==> src/rtl/smr_pkg.sv <==
package smr_pkg;
  localparam int unsigned NUM_CH = 2;
  localparam int unsigned CH_LEFT = 0;
  localparam int unsigned CH_RIGHT = 1;
endpackage

==> src/rtl/smr_gain_ctrl.sv <==
module smr_gain_ctrl #(
  parameter int unsigned RAMP_STEPS = 1024,
  localparam int unsigned CNT_W = $clog2(RAMP_STEPS) + 1
) (
  input  logic             clk,
  input  logic             rst,
  input  logic             step_en,
  input  logic             mute_req,
  output logic [CNT_W-1:0] gain_q,
  output logic             zero_q
);
  localparam logic [CNT_W-1:0] G_MAX = CNT_W'(RAMP_STEPS);

  logic [CNT_W-1:0] gain_nx;

  always_comb begin
    gain_nx = gain_q;
    if (mute_req && gain_q != '0)
      gain_nx = gain_q - 1'b1;
    else if (!mute_req && gain_q != G_MAX)
      gain_nx = gain_q + 1'b1;
  end

  always_ff @(posedge clk) begin
    if (rst) begin
      gain_q <= G_MAX;
      zero_q <= 1'b0;
    end else if (step_en) begin
      gain_q <= gain_nx;
      zero_q <= (gain_nx == '0);
    end
  end
endmodule

==> src/rtl/smr_scale.sv <==
module smr_scale #(
  parameter int unsigned DATA_W = 24,
  parameter int unsigned RAMP_STEPS = 1024,
  localparam int unsigned SH = $clog2(RAMP_STEPS),
  localparam int unsigned CNT_W = SH + 1,
  localparam int unsigned PW = DATA_W + CNT_W + 1
) (
  input  logic                     clk,
  input  logic                     rst,
  input  logic                     en,
  input  logic signed [DATA_W-1:0] sample,
  input  logic [CNT_W-1:0]         gain,
  output logic signed [DATA_W-1:0] result
);
  localparam logic signed [PW-1:0] BIAS = PW'((1 << SH) - 1);

  logic signed [PW-1:0] s_ext, g_ext, prod, adj;
  logic                 unused_bits;

  assign s_ext = PW'(sample);
  assign g_ext = PW'($signed({1'b0, gain}));
  assign prod  = s_ext * g_ext;
  // bias negative products so the shift rounds toward zero
  assign adj   = prod + (prod[PW-1] ? BIAS : '0);
  assign unused_bits = ^{adj[PW-1:SH+DATA_W], adj[SH-1:0]};

  always_ff @(posedge clk) begin
    if (rst)
      result <= '0;
    else if (en)
      result <= adj[SH +: DATA_W];
  end
endmodule

==> src/rtl/soft_mute_ramp.sv <==
module soft_mute_ramp #(
  parameter int unsigned DATA_W = 24,
  parameter int unsigned RAMP_STEPS = 1024,
  localparam int unsigned CNT_W = $clog2(RAMP_STEPS) + 1
) (
  input  logic                     clk,
  input  logic                     rst,
  input  logic                     mute_req,
  input  logic                     in_valid,
  input  logic signed [DATA_W-1:0] in_left,
  input  logic signed [DATA_W-1:0] in_right,
  output logic                     out_valid,
  output logic signed [DATA_W-1:0] out_left,
  output logic signed [DATA_W-1:0] out_right,
  output logic                     muted
);
  import smr_pkg::*;

  logic [CNT_W-1:0]         gain_q;
  logic signed [DATA_W-1:0] ch_in  [NUM_CH];
  logic signed [DATA_W-1:0] ch_out [NUM_CH];

  assign ch_in[CH_LEFT]  = in_left;
  assign ch_in[CH_RIGHT] = in_right;
  assign out_left  = ch_out[CH_LEFT];
  assign out_right = ch_out[CH_RIGHT];

  smr_gain_ctrl #(.RAMP_STEPS(RAMP_STEPS)) u_gain (
    .clk      (clk),
    .rst      (rst),
    .step_en  (in_valid),
    .mute_req (mute_req),
    .gain_q   (gain_q),
    .zero_q   (muted)
  );

  // one scaler per channel, all fed by the same gain
  for (genvar c = 0; c < NUM_CH; c++) begin : g_ch
    smr_scale #(.DATA_W(DATA_W), .RAMP_STEPS(RAMP_STEPS)) u_scale (
      .clk    (clk),
      .rst    (rst),
      .en     (in_valid),
      .sample (ch_in[c]),
      .gain   (gain_q),
      .result (ch_out[c])
    );
  end

  always_ff @(posedge clk) begin
    if (rst) out_valid <= 1'b0;
    else     out_valid <= in_valid;
  end
endmodule

==> config.mk <==
export PLATFORM = sky130hd
export DESIGN_NAME = soft_mute_ramp
export DESIGN_NICKNAME = d
export VERILOG_FILES = /design/src/rtl/smr_pkg.sv /design/src/rtl/smr_gain_ctrl.sv /design/src/rtl/smr_scale.sv /design/src/rtl/soft_mute_ramp.sv
export SDC_FILE = /design/constraint.sdc
export NUM_CORES = 1
export LEC_CHECK = 0
export BUFFER_PORTS_ARGS = -buffer_cell sky130_fd_sc_hd__buf_2
export CAP_MARGIN = 20
export CORE_MARGIN = 4
export CORE_UTILIZATION = 50
export DETAILED_ROUTE_END_ITERATION = 10
export GPL_TIMING_DRIVEN = 0
export PLACE_DENSITY_LB_ADDON = 0.12
export SKIP_LAST_GASP = 1
export SLEW_MARGIN = 20
export SYNTH_ARGS = -nofsm -noshare
export SYNTH_HDL_FRONTEND = slang
export SYNTH_HIERARCHICAL = 1
export SYNTH_SLANG_ARGS = --single-unit
==> constraint.sdc <==
create_clock -name clk -period 14.1 [get_ports clk]
set_clock_uncertainty 0.2 [all_clocks]
set_input_delay 1.41 -clock clk [delete_from_list [all_inputs] [get_ports clk]]
set_output_delay 1.41 -clock clk [all_outputs]
set_load 0.01 [all_outputs]
# Word level (Yosys, flattened, before mapping)
# Index checks and enable logic that the tools add are counted.
[classes] addsub=4 n_mul=2 eq_ne=1 muxes=4 n_reduce_logical=5
[op_table] op="$mul 24x12->36" count=2
[op_table] op="$add 34x34->34" count=2
[op_table] op="$mux 11" count=2
[op_table] op="$mux 10" count=2
[op_table] op="$add 11x1->11 const B" count=1
[op_table] op="$logic_not 11->1" count=1
[op_table] op="$ne 11x11->1 const B" count=1
[op_table] op="$reduce_bool 11->1" count=1
[op_table] op="$sub 11x1->11 const B" count=1
[op_table] op="$logic_and 1x1->1" count=2
[op_table] op="$logic_not 1->1" count=1
[totals] register_bits=61 input_bits=52 output_inout_bits=50 elab_cells=21

# Logic depth before layout (Yosys ltp)
[depth] depth_word=5 depth_mapped=33 mapped_depth_nobuf=30

# By module
# The synthesis kept the hierarchy.
[by_module_without_submodules] module="smr_scale at g_ch[0].u_scale" n_inst=1 cells_each=1361 area_each_um2=11218.3
[by_module_without_submodules] module="smr_scale at g_ch[1].u_scale" n_inst=1 cells_each=1322 area_each_um2=11079.4
[by_module_without_submodules] module="smr_gain_ctrl" n_inst=1 cells_each=138 area_each_um2=1057.3
[by_module_without_submodules] module="soft_mute_ramp" n_inst=1 cells_each=2 area_each_um2=33.8

# Worst setup path before layout
# Ideal clock, no wire load.
[synth_path] path_type="in2reg" startpoint="input in_left[23]" endpoint="register g_ch[0].u_scale.result[10]" setup_time_ns=0.122 arrival_time_ns=9.257 required_time_ns=13.778 path_slack_ns=4.521 stages=30 path_cell_list="clkbuf_1 and2_1 fa_1 inv_1 fa_1 inv_1 fa_1 fa_1 inv_1 fa_1 inv_1 ha_1 a21o_1 a221o_1 a31o_2 a221o_1 nor2_1 xor2_1 inv_1 ha_1 inv_1 o21ai_0 a221o_1 a21oi_1 a211o_1 or4_4 or4b_1 a22oi_1 a2111oi_1 a311o_1"
[synth_via] elab_chain_len=3
[synth_rtl] item="start, declared" line_no="soft_mute_ramp.sv:10" rtl="input logic signed [DATA_W-1:0] in_left,"
[synth_rtl] item="$mul 24x12->36" line_no="smr_scale.sv:22" rtl="assign prod = s_ext * g_ext;"
[synth_rtl] item="$mux 10" line_no="smr_scale.sv:24" rtl="assign adj = prod + (prod[PW-1] ? BIAS : '0);"
[synth_rtl] item="$add 34x34->34" line_no="smr_scale.sv:24"
[synth_rtl] item="end signal, assigned" line_no="smr_scale.sv:31" rtl="result <= adj[SH +: DATA_W];"
[synth_rtl] item="end, declared" line_no="smr_scale.sv:13" rtl="output logic signed [DATA_W-1:0] result"
# No other way between the ends.
# A chain may end at the register's enable or synchronous reset.

# Worst setup path after layout
[layout_path] startpoint="input in_left[23]" endpoint="register g_ch[0].u_scale.result[21]"
[layout_via] elab_chain_len=3
[layout_rtl] item="$mul 24x12->36 (*)" line_no="smr_scale.sv:22"
[layout_rtl] item="$mux 10" line_no="smr_scale.sv:24"
[layout_rtl] item="$add 34x34->34 (*)" line_no="smr_scale.sv:24"
# Mark *: on every way between the ends. The rest lies on a longest branch, timed or not.

==> run metrics <==
outcome complete, no violations; YS warnings 6; number of global-route vias before repair 19901; RD Place Congestion 0.895; CP Capture Type flip-flop; DP HPWL 52400 um; R2R Setup Slk 3.76 ns; CTS tree built; Hold Fails Final Rpt 0; Least-Margin Pin Slew 1.20 ns; commonest non-fill, non-tap cell in the layout inv_1; CP startpoint kind input port; Crit path largest cell delay 0.73 ns; GRT Total Usage 0.254; Critical Path RT 14.16 ns; HP Class flip-flop to flip-flop; Die ar. 0.0503 mm2; Crit Path Max Fanout 10; drt total wl 62500 um; multi-input logic area 0.0191 mm2; Final nets 3615; Post-synth ARST share 0; Post-Syn Instances 2823; Initial Util 0.511; Slew HR 0.201; num ports 102; number of flops mapped to enable cells by yosys 0; number of library cell types mapped by synthesis 103; fin. max-slew vios 0; syn_nets 3503; max cap viols 0; synthesized flop and latch total 61; clock latency on the worst-skew pair 0.37 ns; RSZ-0062 raised after global routing false; highest clock rate 95.6 MHz; Slowest cell on crit path fa_1; netlist area before placement 0.0234 mm2; Die X 224 um; dominant synthesized flop cell dfxtp_1; gr ovfl total 0; post-CTS resize count 0; DRC Markers 0; ratio of cells with drive above 1 in the final layout 0.0673; largest net degree at the start of global routing 20; CTS buffer count 9; setup TNS 0 ns; Avg Cell Area, Syn 8.29 um2; core area 0.0458 mm2; Setup violations, final 0; die extent in y 224 um; Tmin final 10.46 ns; Worst-path clk slew 0.06 ns; CTS Buffer Depth 2; global-route wire length before repair 102000 um; CTS Sinks 61; Core Rows 78; area grow syn2layout 6.62%; period utilization 0.742; worst setup path category input port to flip-flop; Seq/Total Area, Yosys 0.0522; antenna viol nets, final 0; IO buf count 101; Hold Buf Count CTS 0; TritonRoute pass-1 iters 5; Layout fillers 4366; post-DR vias/cell 5.35; initial antenna violation count 3; Vias 18940; Critical Path AT 10.52 ns; postcts setup bufs 0; Avg WL per Cell 17.7 um; initial DRC count 1192; storage element area 0.00122 mm2; most frequent cells in the layout 643 x inv_1, 466 x fa_1, 451 x nand2_1; H-tree levels 3; clock root cell clkbuf_16
==> kinds of logic (layout without fill, tap and decap cells) <==
| logic type | Yosys count | count (layout) | share of synthesized area |
|---|---|---|---|
| xor+xnor | 102 | 102 | 0.0382 |
| fa+ha+maj | 628 | 628 | 0.486 |
| simple gates | 934 | 934 | 0.194 |
| compound gates | 302 | 302 | 0.0963 |
| flops | 61 | 61 | 0.0522 |
| other cells | 0 | 2 | 0 |
| mux | 10 | 10 | 0.00471 |
| buf+inv | 786 | 903 | 0.129 |
==> cells in the mapped netlist (5+ instances only) <==
| cell type | number | area (um2) |
|---|---|---|
| clkbuf_1 | 120 | 450 |
| nor2_1 | 117 | 439 |
| nand4_1 | 19 | 119 |
| nand3b_1 | 6 | 45.0 |
| o21a_1 | 8 | 60.1 |
| o21ai_0 | 39 | 195 |
| dfxtp_1 | 61 | 1220 |
| a31oi_1 | 8 | 50.1 |
| nand3_1 | 31 | 155 |
| a311oi_1 | 11 | 96.3 |
| nand2_1 | 451 | 1690 |
| buf_2 | 11 | 55.1 |
| xor2_1 | 36 | 315 |
| xnor2_1 | 66 | 578 |
| nor2b_1 | 10 | 62.6 |
| and3_1 | 19 | 119 |
| a21o_1 | 19 | 143 |
| nor3_1 | 37 | 185 |
| buf_4 | 8 | 60.1 |
| and4_1 | 6 | 52.6 |
| o211ai_1 | 9 | 67.6 |
| mux2i_1 | 6 | 60.1 |
| nand2b_1 | 14 | 87.6 |
| nor4_1 | 12 | 75.1 |
| ha_1 | 162 | 2030 |
| inv_1 | 643 | 2410 |
| a221o_1 | 5 | 50.1 |
| nor3b_1 | 6 | 45.0 |
| fa_1 | 466 | 9330 |
| a211oi_1 | 39 | 293 |
| a21oi_1 | 60 | 300 |
| a211o_1 | 8 | 70.1 |
| or3_1 | 9 | 56.3 |
| o21bai_1 | 12 | 90.1 |
| and2_1 | 149 | 932 |
| or2_2 | 10 | 62.6 |
==> through the flow <==
stage	setup slack, ns	util	std cells	hold slack [ns]	area, um2
2_1_floorplan	4.52	-	2823	0.286	23400
4_1_cts	3.64	0.545	3540	0.265	24900
5_1_grt	3.09	0.545	3541	0.281	24900
6_report	3.64	0.545	3542	0.265	24900
3_5_place_dp	3.27	0.538	3524	0.256	24600
3_3_place_gp	3.35	0.538	3524	0.248	24600
==> flip-flops by register name (all words and copies together), names as in the netlist <==
signal,count
g_ch.u_scale/result,48
u_gain/gain_q,11
out_valid,1
u_gain/zero_q,1
==> final timing paths <==
| check | to | from | depth (start not counted) |
|---|---|---|---|
| worst min-delay path | g_ch[1].u_scale/result[7]$_SDFFE_PP0P_ | g_ch[1].u_scale/result[7]$_SDFFE_PP0P_ | 2 |
| worst max register to register | g_ch[0].u_scale/result[21]$_SDFFE_PP0P_ | u_gain/gain_q[7]$_SDFFE_PP0P_ | 30 |
| worst max-delay path | g_ch[0].u_scale/result[21]$_SDFFE_PP0P_ | in_left[23] | 32 |
| worst min register to register | g_ch[1].u_scale/result[7]$_SDFFE_PP0P_ | g_ch[1].u_scale/result[7]$_SDFFE_PP0P_ | 2 |
==> routing by layer <==
layer  up-vias  track usage  routed length (um)
met5         -            0                  13
met4         2        0.105                2770
met3       126       0.0256                2500
met2       501        0.451               30900
met1      9423        0.317               26300
li1       8888            -                   -
==> critical path: cells and delay by family <==
kind | cells | cell delay (ns)
buf+inv | 8 | 0.94
simple gates | 11 | 2.81
compound gates | 5 | 1.16
fa+ha+maj | 7 | 3.71
xor+xnor | 1 | 0.49
==> cell type report <==
| type | count | area share |
|---|---|---|
| Sequential cell | 61 | 0.0490 |
| Buffer | 143 | 0.0243 |
| Antenna cell | 2 | 0.000201 |
| Clock inverter | 6 | 0.00186 |
| Tap cell | 600 | 0.0301 |
| Clock buffer | 10 | 0.00958 |
| Inverter | 643 | 0.0968 |
| Timing Repair Buffer | 101 | 0.0203 |
| Multi-Input combinational cell | 1976 | 0.768 |
Power is not shown: default switching activity piles up to over one toggle a cycle in this logic, so the estimate is an artifact.
